**src/rtl/crb_pkg.sv**
```systemverilog
`timescale 1ns/1ps
package crb_pkg;
   typedef enum logic [1:0] {
      ST_LOAD = 2'd0,
      ST_SEND = 2'd1,
      ST_WAIT = 2'd2,
      ST_DEAD = 2'd3
   } crb_state_e;
endpackage

```
**src/rtl/crb_store.sv**
```systemverilog
`timescale 1ns/1ps
module crb_store #(
   parameter int WORD_W = 16,
   parameter int DEPTH  = 32,
   localparam int PTR_W = $clog2(DEPTH)
) (
   input  logic              clk,
   input  logic              we,
   input  logic [PTR_W-1:0]  widx,
   input  logic [WORD_W-1:0] wdata,
   input  logic [PTR_W-1:0]  ridx,
   output logic [WORD_W-1:0] rdata
);
   logic [WORD_W-1:0] view [DEPTH];

   for (genvar i = 0; i < DEPTH; i++) begin : g_ent
      logic [WORD_W-1:0] word_q;
      always_ff @(posedge clk) begin
         if (we && (widx == PTR_W'(i))) word_q <= wdata;
      end
      assign view[i] = word_q;
   end

   assign rdata = view[ridx];
endmodule

```
**src/rtl/crb_timer.sv**
```systemverilog
`timescale 1ns/1ps
module crb_timer #(
   parameter int TMO_W = 8
) (
   input  logic             clk,
   input  logic             rst_n,
   input  logic             run,
   input  logic [TMO_W-1:0] limit,
   output logic             expired
);
   logic [TMO_W-1:0] cnt_q;
   logic [TMO_W:0]   nxt;

   assign nxt     = {1'b0, cnt_q} + 1'b1;
   assign expired = run && (nxt >= {1'b0, limit});

   always_ff @(posedge clk) begin
      if (!rst_n || !run) cnt_q <= '0;
      else if (!expired)  cnt_q <= nxt[TMO_W-1:0];
   end
endmodule

```
**src/rtl/crb_ctrl.sv**
```systemverilog
`timescale 1ns/1ps
module crb_ctrl
   import crb_pkg::*;
#(
   parameter int DEPTH = 32,
   parameter int RTY_W = 3,
   localparam int PTR_W = $clog2(DEPTH)
) (
   input  logic             clk,
   input  logic             rst_n,
   input  logic [RTY_W-1:0] max_retry,
   input  logic             wr_valid,
   input  logic             wr_last,
   input  logic             tx_grant,
   input  logic             ack,
   input  logic             nack,
   input  logic             tmo_hit,
   output logic             wr_ready,
   output logic             store_we,
   output logic [PTR_W-1:0] store_widx,
   output logic [PTR_W-1:0] rd_idx,
   output logic             tx_req,
   output logic             tx_last,
   output logic             waiting,
   output logic             fatal
);
   crb_state_e       state_q;
   logic [PTR_W-1:0] wr_ptr_q, rd_ptr_q, last_q;
   logic [RTY_W-1:0] tries_q;
   logic             close, replay;

   assign wr_ready   = (state_q == ST_LOAD);
   assign tx_req     = (state_q == ST_SEND);
   assign waiting    = (state_q == ST_WAIT);
   assign fatal      = (state_q == ST_DEAD);
   assign store_we   = wr_ready && wr_valid;
   assign store_widx = wr_ptr_q;
   assign rd_idx     = rd_ptr_q;
   assign tx_last    = tx_req && (rd_ptr_q == last_q);
   assign close      = store_we && (wr_last || wr_ptr_q == PTR_W'(DEPTH - 1));
   assign replay     = waiting && !ack && (nack || tmo_hit);

   always_ff @(posedge clk) begin
      if (!rst_n) begin
         state_q  <= ST_LOAD;
         wr_ptr_q <= '0;
         rd_ptr_q <= '0;
         last_q   <= '0;
         tries_q  <= '0;
      end else begin
         unique case (state_q)
            ST_LOAD: if (store_we) begin
               if (close) begin
                  last_q   <= wr_ptr_q;
                  wr_ptr_q <= '0;
                  rd_ptr_q <= '0;
                  tries_q  <= '0;
                  state_q  <= ST_SEND;
               end else begin
                  wr_ptr_q <= wr_ptr_q + 1'b1;
               end
            end
            ST_SEND: if (tx_grant) begin
               if (rd_ptr_q == last_q) state_q  <= ST_WAIT;
               else                    rd_ptr_q <= rd_ptr_q + 1'b1;
            end
            ST_WAIT: begin
               if (ack) begin
                  state_q <= ST_LOAD;
               end else if (replay) begin
                  if (tries_q == max_retry) begin
                     state_q <= ST_DEAD;
                  end else begin
                     tries_q  <= tries_q + 1'b1;
                     rd_ptr_q <= '0;
                     state_q  <= ST_SEND;
                  end
               end
            end
            default: state_q <= ST_DEAD;
         endcase
      end
   end
endmodule

```
**src/rtl/ctl_replay_buf.sv**
```systemverilog
`timescale 1ns/1ps
module ctl_replay_buf #(
   parameter int WORD_W = 16,
   parameter int DEPTH  = 32,
   parameter int TMO_W  = 8,
   parameter int RTY_W  = 3,
   localparam int PTR_W = $clog2(DEPTH)
) (
   input  logic              clk,
   input  logic              rst_n,
   input  logic [TMO_W-1:0]  cfg_timeout,
   input  logic [RTY_W-1:0]  cfg_max_retry,
   input  logic              wr_valid,
   output logic              wr_ready,
   input  logic [WORD_W-1:0] wr_data,
   input  logic              wr_last,
   input  logic              ack_in,
   input  logic              nack_in,
   output logic              tx_req,
   input  logic              tx_grant,
   output logic [WORD_W-1:0] tx_data,
   output logic              tx_last,
   output logic              link_fatal
);
   if (DEPTH < 2 || (1 << PTR_W) != DEPTH) begin : g_bad_depth
      $error("DEPTH must be a power of two and at least 2");
   end
   if (WORD_W < 1 || TMO_W < 1 || RTY_W < 1) begin : g_bad_width
      $error("WORD_W, TMO_W and RTY_W must be positive");
   end

   logic             we, waiting, tmo_hit;
   logic [PTR_W-1:0] widx, ridx;

   crb_ctrl #(.DEPTH(DEPTH), .RTY_W(RTY_W)) u_ctrl (
      .clk        (clk),
      .rst_n      (rst_n),
      .max_retry  (cfg_max_retry),
      .wr_valid   (wr_valid),
      .wr_last    (wr_last),
      .tx_grant   (tx_grant),
      .ack        (ack_in),
      .nack       (nack_in),
      .tmo_hit    (tmo_hit),
      .wr_ready   (wr_ready),
      .store_we   (we),
      .store_widx (widx),
      .rd_idx     (ridx),
      .tx_req     (tx_req),
      .tx_last    (tx_last),
      .waiting    (waiting),
      .fatal      (link_fatal)
   );

   crb_store #(.WORD_W(WORD_W), .DEPTH(DEPTH)) u_store (
      .clk   (clk),
      .we    (we),
      .widx  (widx),
      .wdata (wr_data),
      .ridx  (ridx),
      .rdata (tx_data)
   );

   crb_timer #(.TMO_W(TMO_W)) u_timer (
      .clk     (clk),
      .rst_n   (rst_n),
      .run     (waiting),
      .limit   (cfg_timeout),
      .expired (tmo_hit)
   );
endmodule

```
**config.mk**
```make
export PLATFORM = sky130hd
export DESIGN_NAME = ctl_replay_buf
export DESIGN_NICKNAME = d
export VERILOG_FILES = /design/src/rtl/crb_pkg.sv /design/src/rtl/crb_store.sv /design/src/rtl/crb_timer.sv /design/src/rtl/crb_ctrl.sv /design/src/rtl/ctl_replay_buf.sv
export SDC_FILE = /design/constraint.sdc
export NUM_CORES = 1
export LEC_CHECK = 0
export ABC_AREA = 1
export CORE_ASPECT_RATIO = 0.6
export CORE_MARGIN = 2
export CORE_UTILIZATION = 34
export CTS_BUF_LIST = sky130_fd_sc_hd__clkbuf_8
export DETAILED_ROUTE_END_ITERATION = 8
export PLACE_DENSITY = 0.58
export SLEW_MARGIN = 20
export SYNTH_ARGS = -nofsm -noshare
export SYNTH_HDL_FRONTEND = slang
export SYNTH_SLANG_ARGS = --single-unit
export TNS_END_PERCENT = 30
```
**constraint.sdc**
```tcl
create_clock -name clk -period 6.8 [get_ports clk]
set_input_delay 1.36 -clock clk [delete_from_list [all_inputs] [get_ports clk]]
set_output_delay 1.36 -clock clk [all_outputs]
set_load 0.05 [all_outputs]
```
# After elaboration in Yosys (flattened, before gate mapping)
# Index checks and enable logic that the tools add are counted.
[op_classes]
n_addsub = 4
n_mul = 0
div = 0
magnitude_cmp = 2
eq_ne = 45
shifts = 0
n_mux = 26
n_bitwise = 1
reduce_logical = 53
[op_table]
columns = ["op", "n"]
rows = [
  ["16-bit binary-select mux with 5-bit select", 1],
  ["5-bit equality test, second input constant", 16],
  ["5-bit by 4-bit equality test with 1-bit output, second input constant", 8],
  ["5-bit 2-to-1 mux", 8],
  ["1-bit logical AND", 38],
  ["16-bit 2-to-1 mux", 2],
  ["5-bit by 3-bit equality test with 1-bit output, second input constant", 4],
  ["2-bit != test, second input constant", 8],
  ["3-bit 2-to-1 mux", 5],
  ["5-bit case mux with 3 select lines", 1],
  ["2-bit 2-to-1 mux", 7],
  ["5-bit by 1-bit adder with 5-bit output, second input constant", 2],
  ["5-bit by 2-bit equality test with 1-bit output, second input constant", 2],
  ["8-bit by 1-bit adder with 9-bit output, second input constant", 1],
  ["9-bit by 8-bit >= comparator with 1-bit output", 1],
  ["8-bit AND reduction", 1],
  ["6-bit >= comparator, second input constant", 1],
  ["5-bit inverter with 6-bit output", 1],
  ["2-bit case mux with 3 select lines", 1],
  ["3-bit case mux with 2 select lines", 1],
  ["6-bit AND reduction", 1],
  ["5-bit by 1-bit equality test with 1-bit output, second input constant", 1],
  ["5-bit equality test", 1],
  ["5-bit logical NOT", 1],
  ["other kinds (13)", 18],
]
[word_totals]
ff_bits = 540
latchBits = 0
mem_bits_rw = 0
rom_bits = 0
wordCells = 169
mem_count = 0

# Logic depth before layout (Yosys ltp)
[depth]
ltp_word = 8
ltp_mapped = 20
ltp_nobuf = 20

# Modules after synthesis
# Synthesis repeated with hierarchy kept, for this count alone.
[hier_totals]
hier_cells = 2089
area_unflattened_um2 = 22924.5
[by_module_without_submodules]
columns = ["mod", "n_inst", "cells_each", "area_per_inst_um2", "seq_area_each_um2"]
rows = [
  ["crb_store", 1, 1796, 20998.9, 15374.7],
  ["crb_ctrl", 1, 188, 1209.9, 400.4],
  ["crb_timer", 1, 105, 715.7, 160.2],
]

# Worst setup path before layout
# OpenSTA, ideal clock, no wires.
[synth_path]
path_kind = "register to output"
start = "register u_ctrl.rd_ptr_q[0] (netlist: u_ctrl.rd_idx[0])"
end = "output tx_data[14]"
arrival_ns = 2.108
required_time_ns = 5.440
path_slack_ns = 3.332
path_stages_with_launch = 9
path_cell_list = "dfxtp_1 buf_6 clkinv_2 buf_6 clkbuf_1 o21ai_0 o221ai_1 nand3_1 a32oi_1"
[synth_via]
elab_chain_cells = 4
[synth_rtl]
columns = ["element", "line", "rtl"]
rows = [
  ["start: declaration", "crb_ctrl.sv:28", "logic [PTR_W-1:0] wr_ptr_q, rd_ptr_q, last_q;"],
  ["start signal: assignment", "crb_ctrl.sv:65", "else rd_ptr_q <= rd_ptr_q + 1'b1;"],
  ["5-bit inverter with 6-bit output (not written as such)", "crb_store.sv:24", "assign rdata = view[ridx];"],
  ["16-bit binary-select mux with 5-bit select", "crb_store.sv:24", ""],
  ["16-bit 2-to-1 mux (not written as such) (2 in a row)", "crb_store.sv:24", ""],
  ["end: declaration", "ctl_replay_buf.sv:21", "output logic [WORD_W-1:0] tx_data,"],
]
# No other way between the ends. The select of a mux whose other input is x is not followed.

# Worst setup path in the final report
[layout_path]
start = "register u_ctrl.rd_ptr_q[0] (netlist: u_ctrl.rd_idx[0])"
end = "output tx_data[3]"
# Same word-level chain as after synthesis.

==> key figures <==
Critical path
  • WP data arrival: 4.40 ns
  • Startpoint Class: flop
  • Crit path launch: u_ctrl.rd_idx[0]
  • Maximum fanout along the worst path: 86
  • Crit Path Class: reg -> out
  • Critical Path End: tx_data[3]
  • Setup slack, reg-to-reg: 3.62 ns
  • Worst r2r dst: u_store.g_ent[5].word_q[8]
  • RR Startpoint: u_ctrl.state_q[1]
  • Critical Path RT: 5.44 ns
  • Reg2reg path depth: 6
  • Crit. End Element: primary output

Timing
  • Layout Skew: 0.0622 ns
  • Hold Violations, Final: 0
  • Tmin final: 5.76 ns
  • Final period util: 84.8%
  • Least-Margin Pin Slew: 1.13 ns
  • Final setup viols: 0
  • Unrepaired setup endpoints after global routing: false
  • Fmax: 173 MHz
  • Max-Slew Margin vs Limit: 24.2%
  • Slew Limit Fails: 0
  • Final hold slack: 0.485 ns
  • Setup TNS: 0 ns
  • Setup ws final: 1.04 ns

Logic synthesis
  • Cells after Synth: 1689
  • Post-synthesis cell type count: 41
  • Yosys warns: 0
  • Synth area leader: edfxtp_1
  • Post-synthesis async set-or-reset flop share: 0%
  • Number of flops mapped to enable cells by yosys: 512
  • Sequential area share after synthesis: 73.0%
  • Ranking of synthesized cells by area: edfxtp_1 (70%), o21ai_0 (5.9%), nor2_1 (5.8%)
  • Synth Register Bits: 540
  • Average instance area after synthesis: 12.9 um^2
  • Post-synth top cells: edfxtp_1 (512), nor2_1 (340), o21ai_0 (258)
  • Net Count, Synth: 1740
  • Top_reg_cell synth: edfxtp_1
  • Most common cell in the netlist: edfxtp_1
  • Post-synth top area share: 70.5%
  • Area of the mapped netlist: 0.0218 mm^2

Global route
  • Number of global-route vias before repair: 13978
  • Total grt overflow: 0
  • Gr usage total: 19.2%
  • Antenna violations before repair: 3
  • Met2 track demand over resource: 25.7%
  • Grt peak-use layer: met1
  • First-pass GRT wire length: 93.8 mm
  • Largest net degree at the start of global routing: 125
  • GR met3 Demand/Resource: 5.49%
  • Met1 usage: 30.0%

Clock network
  • CTS root buffer: clkbuf_8
  • Post-CTS Resized: 0
  • Postcts setup bufs: 0
  • CTS tree: done
  • H-tree depth: 3
  • Clk sinks: 540
  • Clock buffer count from CTS: 82
  • CTS Hold Bufs: 0
  • Clock slew seen by the registers of the worst setup and hold paths: 0.06 ns
  • Deepest clock path buffer count: 3
  • Skew-Pair Late Insertion Delay: 0.67 ns

Die
  • Die Height: 200 um
  • Die area: 0.0663 mm^2
  • Io pins: 54
  • Die width: 331 um
  • Initial Util: 34.6%
  • Rows: 71
  • Core Area: 0.0631 mm^2

Pwr
  • Power, Total: 9.26 mW
  • P_leak: 8.06 nW
  • P per Cell Area: 373 mW/mm^2
  • Peak supply drop: 0.576 mV

Finish
  • Fillers: 5961
  • Fraction of layout cells with a size suffix above 1: 11.5%
  • P&R area growth vs syn: 13.7%
  • Post-layout net count: 1804

Detailed routing
  • Drt pass-1 iters: 6
  • ANT nets after route: 0
  • Total Wirelength: 64.1 mm
  • DRC: 0
  • DR vias: 14670
  • Drt first-iter violations: 1818
  • Vias per Instance: 5.54
  • DR WL/cell: 24.2 um

Placed design
  • # port buffers: 53
  • Dpl hpwl: 35.4 mm
  • GP Congestion: 0.801
  • Pre-CTS setup slack: 1.84 ns

Min path
  • Worst hold path class: reg -> reg
  • Worst hold start: u_timer.cnt_q[1]

Flow run
  • Number of max-cap violations: 0

Run status
  • Outcome: finished, final reports clean
-- worst max-delay path, stage by stage (launching register included) --
cell,delay [ns]
dfxtp_4,0.76
buf_4,0.79
o21ai_0,0.24
o22ai_1,0.52
o21ai_1,0.11
a32oi_1,0.40
clkdlybuf4s50_1,0.89
-- area by class of cell --
type	instances	area (um^2)	share of cell area, %
clock buffer	82	1130	4.55
multi-input combinational	980	5320	21.5
sequential	540	15900	64.3
antenna	2	5.00	0.0202
inverter	53	205	0.827
timing repair buffer	96	846	3.41
tap	839	1050	4.23
clock inverter	56	312	1.26
-- sequential cells by signal, indices dropped and copies added, names as in the netlist --
register              flops
u_ctrl.store_widx         5
u_ctrl.last_q             5
u_ctrl.rd_idx             5
u_timer.cnt_q             8
u_store.g_ent.word_q    512
u_ctrl.state_q            2
u_ctrl.tries_q            3
-- stage by stage --
| stage | instances | instance area, um^2 | util, % |
|---|---|---|---|
| 4_1_cts | 2646 | 24900 | 39.4 |
| 3_3_place_gp | 2508 | 23400 | 37.1 |
| 2_1_floorplan | 1689 | 21800 | - |
| 5_1_grt | 2646 | 24800 | 39.3 |
| 6_report | 2648 | 24800 | 39.3 |
| 3_5_place_dp | 2508 | 23400 | 37.1 |
-- metal layers --
metal / up-vias / wire length [um]
met5: - / 0
met4: 0 / 1060
met3: 88 / 7580
met2: 788 / 26300
met1: 7317 / 29200
li1: 6477 / -
-- cell usage in the layout (no fill, tap or decap), types with 40 or more instances in the layout --
cell type | Yosys | layout
edfxtp_1 | 512 | 512
nor2_1 | 340 | 308
o21ai_0 | 258 | 258
o221ai_1 | 92 | 92
clkbuf_8 | 0 | 82
inv_1 | 44 | 68
nand2_1 | 55 | 55
nand3_1 | 50 | 50
clkdlybuf4s50_1 | 0 | 44
buf_4 | 2 | 40
-- kinds of logic after synthesis --
family                     share of synthesized area (%)
DFF                                                 73.0
AOI/OAI and AO/OA                                   13.3
and+or+nand+nor                                     8.89
buffers and inverters                               3.22
adders and majority gates                          0.975
xor gates and xnor gates                           0.636
-- how the worst min path moves through the flow --
stage | to | slack, ns | depth (start not counted)
floorplan | u_timer.cnt_q[1] | 0.46 | 2
global placement | u_timer.cnt_q[1] | 0.47 | 2
detailed placement | u_timer.cnt_q[1] | 0.48 | 2
CTS | u_timer.cnt_q[1] | 0.49 | 2
global route | u_timer.cnt_q[1] | 0.53 | 2
finish | u_timer.cnt_q[1] | 0.48 | 2
-- power breakdown --
part           switching (mW)  total [mW]  internal, mW
Sequential             0.0811        3.81          3.72
Combinational            2.15        2.98         0.832
Clock                    1.24        2.47          1.23
Total                    3.47        9.26          5.79
No activity file was read; power rests on OpenSTA's default activity.
